[src/rtl/subcall_pkg.sv]
package subcall_pkg;
   typedef enum logic [2:0] {
      ST_IDLE,
      ST_FETCH,
      ST_PUSH_RET,
      ST_PUSH_PSW,
      ST_LOAD
   } seq_state_e;
endpackage

[src/rtl/subcall_ctrl.sv]
module subcall_ctrl
   import subcall_pkg::*;
(
   input  logic       clk,
   input  logic       rst_n,
   input  logic       call_req,
   output seq_state_e state,
   output logic       done
);
   seq_state_e state_nx;

   always_comb begin
      state_nx = state;
      unique case (state)
         ST_IDLE:     if (call_req) state_nx = ST_FETCH;
         ST_FETCH:    state_nx = ST_PUSH_RET;
         ST_PUSH_RET: state_nx = ST_PUSH_PSW;
         ST_PUSH_PSW: state_nx = ST_LOAD;
         ST_LOAD:     state_nx = ST_IDLE;
         default:     state_nx = ST_IDLE;
      endcase
   end

   always_ff @(posedge clk) begin
      if (!rst_n) begin
         state <= ST_IDLE;
         done  <= 1'b0;
      end else begin
         state <= state_nx;
         done  <= (state == ST_LOAD);
      end
   end
endmodule

[src/rtl/subcall_regs.sv]
module subcall_regs
   import subcall_pkg::*;
#(
   parameter int                WORD_W     = 16,
   parameter int                CALL_WORDS = 2,
   parameter logic [WORD_W-1:0] STACK_BASE = 16'h0100,
   parameter logic [WORD_W-1:0] RESET_PC   = 16'h0200,
   parameter logic [WORD_W-1:0] RESET_PSW  = '0
) (
   input  logic              clk,
   input  logic              rst_n,
   input  seq_state_e        state,
   input  logic              psw_set,
   input  logic [WORD_W-1:0] psw_val,
   input  logic [WORD_W-1:0] mem_rdata,
   output logic [WORD_W-1:0] mem_addr,
   output logic [WORD_W-1:0] mem_wdata,
   output logic              mem_we,
   output logic [WORD_W-1:0] sp,
   output logic [WORD_W-1:0] pc,
   output logic [WORD_W-1:0] psw
);
   localparam int                WORD_BYTES = WORD_W / 8;
   localparam logic [WORD_W-1:0] STEP       = WORD_W'(WORD_BYTES);
   localparam logic [WORD_W-1:0] RET_OFS    = WORD_W'(WORD_BYTES * CALL_WORDS);
   localparam logic [WORD_W-1:0] SP_EMPTY   = STACK_BASE - STEP;

   logic [WORD_W-1:0] tgt;
   logic [WORD_W-1:0] sp_next;

   assign sp_next = sp + STEP;

   always_comb begin
      mem_we    = 1'b0;
      mem_wdata = '0;
      mem_addr  = pc + STEP;
      unique case (state)
         ST_PUSH_RET: begin
            mem_we    = 1'b1;
            mem_addr  = sp_next;
            mem_wdata = pc + RET_OFS;
         end
         ST_PUSH_PSW: begin
            mem_we    = 1'b1;
            mem_addr  = sp_next;
            mem_wdata = psw;
         end
         default: mem_addr = pc + STEP;
      endcase
   end

   always_ff @(posedge clk) begin
      if (!rst_n) begin
         sp  <= SP_EMPTY;
         pc  <= RESET_PC;
         psw <= RESET_PSW;
         tgt <= '0;
      end else begin
         if (state == ST_IDLE && psw_set) psw <= psw_val;
         unique case (state)
            ST_PUSH_RET: begin
               tgt <= mem_rdata;
               sp  <= sp_next;
            end
            ST_PUSH_PSW: sp <= sp_next;
            ST_LOAD:     pc <= tgt;
            default: ;
         endcase
      end
   end
endmodule

[src/rtl/subcall_seq.sv]
module subcall_seq
   import subcall_pkg::*;
#(
   parameter int                WORD_W     = 16,
   parameter int                CALL_WORDS = 2,
   parameter logic [WORD_W-1:0] STACK_BASE = 16'h0100,
   parameter logic [WORD_W-1:0] RESET_PC   = 16'h0200,
   parameter logic [WORD_W-1:0] RESET_PSW  = '0
) (
   input  logic              clk,
   input  logic              rst_n,
   input  logic              call_req,
   input  logic              psw_set,
   input  logic [WORD_W-1:0] psw_val,
   input  logic [WORD_W-1:0] mem_rdata,
   output logic [WORD_W-1:0] mem_addr,
   output logic [WORD_W-1:0] mem_wdata,
   output logic              mem_we,
   output logic              busy,
   output logic              done,
   output logic [WORD_W-1:0] sp_out,
   output logic [WORD_W-1:0] pc_out,
   output logic [WORD_W-1:0] psw_out
);
   generate
      if (WORD_W % 8 != 0 || WORD_W < 8) begin : g_bad_width
         $error("subcall_seq: WORD_W must be a whole number of bytes");
      end
      if (CALL_WORDS < 2) begin : g_bad_len
         $error("subcall_seq: a call needs an opcode word and a target word");
      end
      if (STACK_BASE[0] != 1'b0 || RESET_PC[0] != 1'b0) begin : g_bad_align
         $error("subcall_seq: stack base and reset PC must be word aligned");
      end
   endgenerate

   seq_state_e state;

   subcall_ctrl u_ctrl (
      .clk      (clk),
      .rst_n    (rst_n),
      .call_req (call_req),
      .state    (state),
      .done     (done)
   );

   subcall_regs #(
      .WORD_W     (WORD_W),
      .CALL_WORDS (CALL_WORDS),
      .STACK_BASE (STACK_BASE),
      .RESET_PC   (RESET_PC),
      .RESET_PSW  (RESET_PSW)
   ) u_regs (
      .clk       (clk),
      .rst_n     (rst_n),
      .state     (state),
      .psw_set   (psw_set),
      .psw_val   (psw_val),
      .mem_rdata (mem_rdata),
      .mem_addr  (mem_addr),
      .mem_wdata (mem_wdata),
      .mem_we    (mem_we),
      .sp        (sp_out),
      .pc        (pc_out),
      .psw       (psw_out)
   );

   assign busy = (state != ST_IDLE);
endmodule

[config.mk]
export PLATFORM = sky130hd
export DESIGN_NAME = subcall_seq
export DESIGN_NICKNAME = d
export VERILOG_FILES = /design/src/rtl/subcall_pkg.sv /design/src/rtl/subcall_ctrl.sv /design/src/rtl/subcall_regs.sv /design/src/rtl/subcall_seq.sv
export SDC_FILE = /design/constraint.sdc
export NUM_CORES = 1
export LEC_CHECK = 0
export BUFFER_PORTS_ARGS = -buffer_cell sky130_fd_sc_hd__buf_2
export CAP_MARGIN = 20
export CELL_PAD_IN_SITES_DETAIL_PLACEMENT = 0
export CELL_PAD_IN_SITES_GLOBAL_PLACEMENT = 1
export CORE_AREA = 2 2 83 145
export CTS_CLUSTER_SIZE = 20
export DETAILED_ROUTE_END_ITERATION = 7
export DIE_AREA = 0 0 85 147
export HOLD_SLACK_MARGIN = 0.05
export PLACE_DENSITY = 0.86
export SKIP_LAST_GASP = 1
export SLEW_MARGIN = 20
export SYNTH_ARGS = -nofsm -noshare
export SYNTH_HDL_FRONTEND = slang
export SYNTH_SLANG_ARGS = --single-unit
[constraint.sdc]
create_clock -name clk -period 1.85 [get_ports clk]
set_input_delay 0.37 -clock clk [delete_from_list [all_inputs] [get_ports clk]]
set_output_delay 0.37 -clock clk [all_outputs]
set_load 0.02 [all_outputs]
### After elaboration in Yosys (flattened, before gate mapping)

Index checks and enable logic that the tools add are counted.
W data, S select, Z words.

| storage, ports and cells | value |
|---|---|
| register bits | 68 |
| input bits | 36 |
| output and inout port bits | 83 |
| word-level logic and storage cells | 23 |

| cells by class | value |
|---|---|
| add/subtract/negate cells | 3 |
| equal/unequal tests | 5 |
| muxes and demuxes | 5 |
| reductions and logical operators | 4 |

Operators with widths:

| kind | count |
|---|---|
| $add A16 B2 Y16 const B | 2 |
| $pmux W16 S2 | 1 |
| $add A16 B3 Y16 const B | 1 |
| $mux W16 | 1 |
| $pmux W3 S4 | 1 |
| $eq A3 B2 Y1 const B | 2 |
| $eq A3 B1 Y1 const B | 1 |
| $eq A3 B3 Y1 const B | 1 |
| $logic_not A3 Y1 | 1 |
| $mux W3 | 1 |
| $reduce_bool A3 Y1 | 1 |
| $ne A2 B2 Y1 const B | 1 |
| $reduce_or A2 Y1 | 1 |
| $logic_and A1 B1 Y1 | 1 |
| $mux W1 | 1 |

### Longest topological paths before layout

| logic depth | value |
|---|---|
| depth in word-level cells | 3 |
| mapped depth | 7 |
| mapped depth without buffers | 5 |

### Modules after synthesis

From an unflattened synthesis, not the netlist that was laid out.

| unflattened totals | value |
|---|---|
| cells, all modules | 473 |
| area, all modules | 3629.7 um^2 |

Modules (own cells, without submodules):

| module | times used | cells each | area each (um^2) | sequential area each (um^2) |
|---|---|---|---|---|
| subcall_regs | 1 | 460 | 3488.3 | 1261.2 |
| subcall_ctrl | 1 | 12 | 135.1 | 80.1 |
| subcall_seq | 1 | 1 | 6.3 | 0.0 |

### Worst setup path after synthesis

OpenSTA, ideal clock, no wires.

| timing | value |
|---|---|
| kind | register to output |
| start point | reg u_regs.pc[3] |
| end point | out mem_wdata[14] |
| data arrival time | 1.833 ns |
| required time | 1.480 ns |
| setup slack | -0.353 ns |
| stages on the path, launching flop included | 7 |
| buffers on the path | 1 |
| cell sequence | dfxtp_1 > ha_1 > buf_2 > nand4_1 > nor3_1 > xnor2_1 > o21ai_0 |

| on the way | value |
|---|---|
| cells in the longest elaborated chain, start to end | 2 |

RTL lines:

| item | line | text |
|---|---|---|
| start, declared | subcall_regs.sv:20 | `output logic [WORD_W-1:0] pc,` |
| start signal, assigned | subcall_regs.sv:66 | `ST_LOAD: pc <= tgt;` |
| $add A16 B3 Y16 | subcall_regs.sv:41 | `mem_wdata = pc + RET_OFS;` |
| $pmux W16 S2 | subcall_regs.sv:37 | `unique case (state)` |
| end, declared | subcall_seq.sv:17 | `output logic [WORD_W-1:0] mem_wdata,` |

Every way passes these cells.

### Worst setup path after layout

| timing | value |
|---|---|
| start point | reg u_regs.pc[8] |
| end point | out mem_addr[14] |

| on the way | value |
|---|---|
| cells in the longest elaborated chain, start to end | 2 |

RTL lines:

| item | line | text |
|---|---|---|
| $add A16 B2 Y16 | n/a |  |
| $mux W16 | subcall_regs.sv:37 |  |
| end, declared | subcall_seq.sv:16 | `output logic [WORD_W-1:0] mem_addr,` |

Every way passes these cells.

==> impl_results.md <==
- Status: finished, violations left
- H-tree depth: 3
- Reg-to-reg slack, setup: 160 ps
- Ys async rst share: 0
- Sequential Area: 1404 µm²
- Tcrit/Tclk final: 1.198
- Dpl cells: 735
- Wire per inst: 18.77 µm
- EDFF count, synth: 0
- Routed vias: 4154
- Final Routed Wirelength: 14810 µm
- Crit path max fanout: 4
- Netlist cell types: 33
- Vias in the first global route: 4079
- Worst path cell trace: nand3_2, nor4_2, xnor2_1, mux2i_2, buf_4
- Fillcell total: 1009
- Min-delay worst type: in2reg
- Clk sink count: 67
- Critical Path RT: 1480 ps
- TritonCTS buffer count: 9
- Final Non-Filler Cells: 789
- Largest net degree at the start of global routing: 32
- Ys Warns: 0
- Element type at the critical path start: register
- Reg clk slew, reported paths: 60 ps
- Internal power: 3.119 mW
- RSZ-0062 raised after global routing: true
- R2r startpoint: u_regs.sp[1]
- Crit path DAT: 1850 ps
- Initial antenna violation count: 0
- Minimum clock period: 2215 ps
- CP Class: reg2out
- Max_slew headroom: 0.6257
- Hold Startpoint: mem_rdata[2]
- First-pass GRT wire length: 21710 µm
- Port bufs: 117
- 1st-iter DRT viols: 222
- GP Congestion: 0.9224
- Seq cells post-synth: 67
- Die ar.: 12500 µm²
- Clk buf depth: 2
- LEAKAGE: 2.450 nW
- Comb pwr share: 0.273
- Least-Margin Pin Slew: 560.1 ps
- CP endpoint kind: primary output
- Area occupied by multi-input gates: 2501 µm²
- Layout cells sized above 1: 0.4893
- Overall routing resource usage: 0.2235
- Clock skew: 7.709 ps
- Top FF cell, synth: dfxtp_1
- Clock network fraction of total power: 0.371
- # nets final: 688
- Sw power: 1.458 mW
- Worst vdd ir: 479.5 µV
- Post-CTS Hold Buffers: 0
- Die height: 147 µm
- Power per cell area: 778.3 nW/µm²
- CTS root buf: clkbuf_16
- Flop pwr share: 0.356
- Total gr overflow: 0
- CP max stage delay: 390 ps
- Die X-Extent: 85 µm
- Initial core utilization: 0.3126
- DR vias/cell: 5.265
- Switching Share: 0.3185
- Worst hold stages: 3
- Final hold vios: 0
- Ports: 119
- Post-Syn Nets: 513
- Failing checks: negative setup slack
- Area Overhead vs Synth: 65.20%
- Synth Cell Area: 3560 µm²
- Synth Area per Inst: 7.510 µm²
- ANT cells: 0
- Row count: 52
- Worst setup margin: -365.5 ps
- Register-to-Register Path Depth: 8
- Max cap viols: 0
- Antenna Violating Nets Remaining: 0
- Final Util: 0.5165
- Slew Limit Fails: 0
- CTS tree: yes
- Syn Inst Count: 474
- Final Setup Violations: 29
- Worst hold endpoint: u_regs.tgt[2]
- R2R Path End: u_regs.sp[15]
- Pwr Total: 4.577 mW
- DRT Pass-1 Iters: 4
- Later-pin clock latency in the skew report: 340 ps
- Fmax: 0.4514 GHz
- Slowest CP cell: dfxtp_4
- Core footprint: 11390 µm²
- Post-synthesis sequential area ratio: 0.3768
- DRC Markers: 0
- Hpwl dp: 9248 µm
[sequential cells by signal (all words and copies together), names as in the netlist]
name and count:
u_regs.pc 16, u_regs.psw 16, u_regs.tgt 16, u_regs.sp 15
u_ctrl.state 3, u_ctrl.done 1
[kinds of logic (layout without fill, tap and decap cells)]
group | Yosys count | count (layout) | synth area share
AO/OA/AOI/OAI | 80 | 80 | 0.1170
other | 1 | 1 | 0.001053
buffers and inverters | 45 | 223 | 0.06221
flip-flops | 67 | 67 | 0.3768
AND/OR/NAND/NOR | 224 | 226 | 0.2967
adder cells (fa/ha/maj) | 3 | 3 | 0.01055
multiplexers | 8 | 8 | 0.02250
XOR/XNOR | 46 | 46 | 0.1132
[metal layers]
metal,vias up,part of all wire,global-route usage
li1,1936,-,-
met1,1993,0.34,0.2173
met2,164,0.55,0.4176
met3,61,0.039,0.04213
met4,0,0.070,0.1421
met5,-,0,0
[placed cells by master, fill, tap and decap left out, types with 5 or more instances in the layout]
| cell type | instances |
|---|---|
| mux2i_2 | 5 |
| nand4_1 | 11 |
| nand2_2 | 8 |
| buf_2 | 86 |
| o21ai_1 | 14 |
| nor2_1 | 10 |
| nand3_2 | 6 |
| dfxtp_2 | 11 |
| xnor2_1 | 25 |
| o21ai_2 | 7 |
| nand3_1 | 9 |
| nand2_1 | 127 |
| buf_6 | 27 |
| xor2_1 | 10 |
| nor3_4 | 6 |
| nor3_2 | 6 |
| inv_1 | 5 |
| nor3_1 | 5 |
| a21oi_1 | 50 |
| xnor2_2 | 8 |
| clkbuf_16 | 9 |
| dfxtp_1 | 43 |
| buf_4 | 82 |
| dfxtp_4 | 13 |
[synth_stat cells (11+ instances only)]
cell / instances / share of area
xor2_1: 13 / 0.032
o21ai_0: 25 / 0.035
nand2_1: 137 / 0.14
nand4_1: 11 / 0.019
nor3_1: 16 / 0.022
clkbuf_1: 16 / 0.017
nor2_1: 16 / 0.017
nand3_1: 15 / 0.021
buf_2: 12 / 0.017
dfxtp_1: 67 / 0.38
a21oi_1: 50 / 0.070
xnor2_1: 33 / 0.081
[final cells by class]
type | instances | area share
Tap cell | 135 | 0.02872
Multi-Input combinational cell | 364 | 0.4253
Sequential cell | 67 | 0.2387
Clock inverter | 7 | 0.01170
Inverter | 6 | 0.004681
Timing Repair Buffer | 201 | 0.2526
Clock buffer | 9 | 0.03830
[through the flow]
step	instance area, µm²	hold WS [ps]	worst slack [ps]	TNS (ps)
global placement	4549	438.2	39.18	0
detailed placement	4549	444.5	-2.488	-2.488
finish	5881	269.1	-365.5	-5374
global route	5881	267.0	-406.7	-6792
floorplan	3623	421.7	-43.96	-61.65
CTS	5620	264.4	-279.5	-4463
[power by group through the flow]
stage	registers [mW]	logic (mW)	clock network [mW]
2_1_floorplan	1.70	0.566	0
3_3_place_gp	1.63	0.949	0
3_5_place_dp	1.64	0.963	0
4_1_cts	1.62	1.16	1.71
5_1_grt	1.64	1.34	1.79
6_report	1.63	1.25	1.70
[critical path: cells and delay by family, from the launching register on]
family                    cells  cell delay (ps)
xor gates and xnor gates      1              120
buffers and inverters         1              170
muxes                         1              170
DFF                           1              390
and+or+nand+nor               2              650
[what timing repair did]
item / in CTS / in global routing
setup endpoints to repair: 32 / 32
pin swaps: 29 / 31
cloned: 5 / 0
gates resized for setup: 136 / 53
buffers inserted: 28 / 10
[how the worst max path moves through the flow]
stage,cells after the start,to,from,slack (ps)
5_1_grt,5,mem_addr[14],u_regs.pc[8],-410
3_3_place_gp,7,mem_addr[12],u_regs.pc[2],40
4_1_cts,6,mem_addr[14],u_regs.sp[2],-280
3_5_place_dp,7,mem_addr[12],u_regs.pc[2],-2
6_report,5,mem_addr[14],u_regs.pc[8],-370
2_1_floorplan,6,mem_wdata[14],u_regs.pc[3],-40
(Power assumes the default switching activity.)
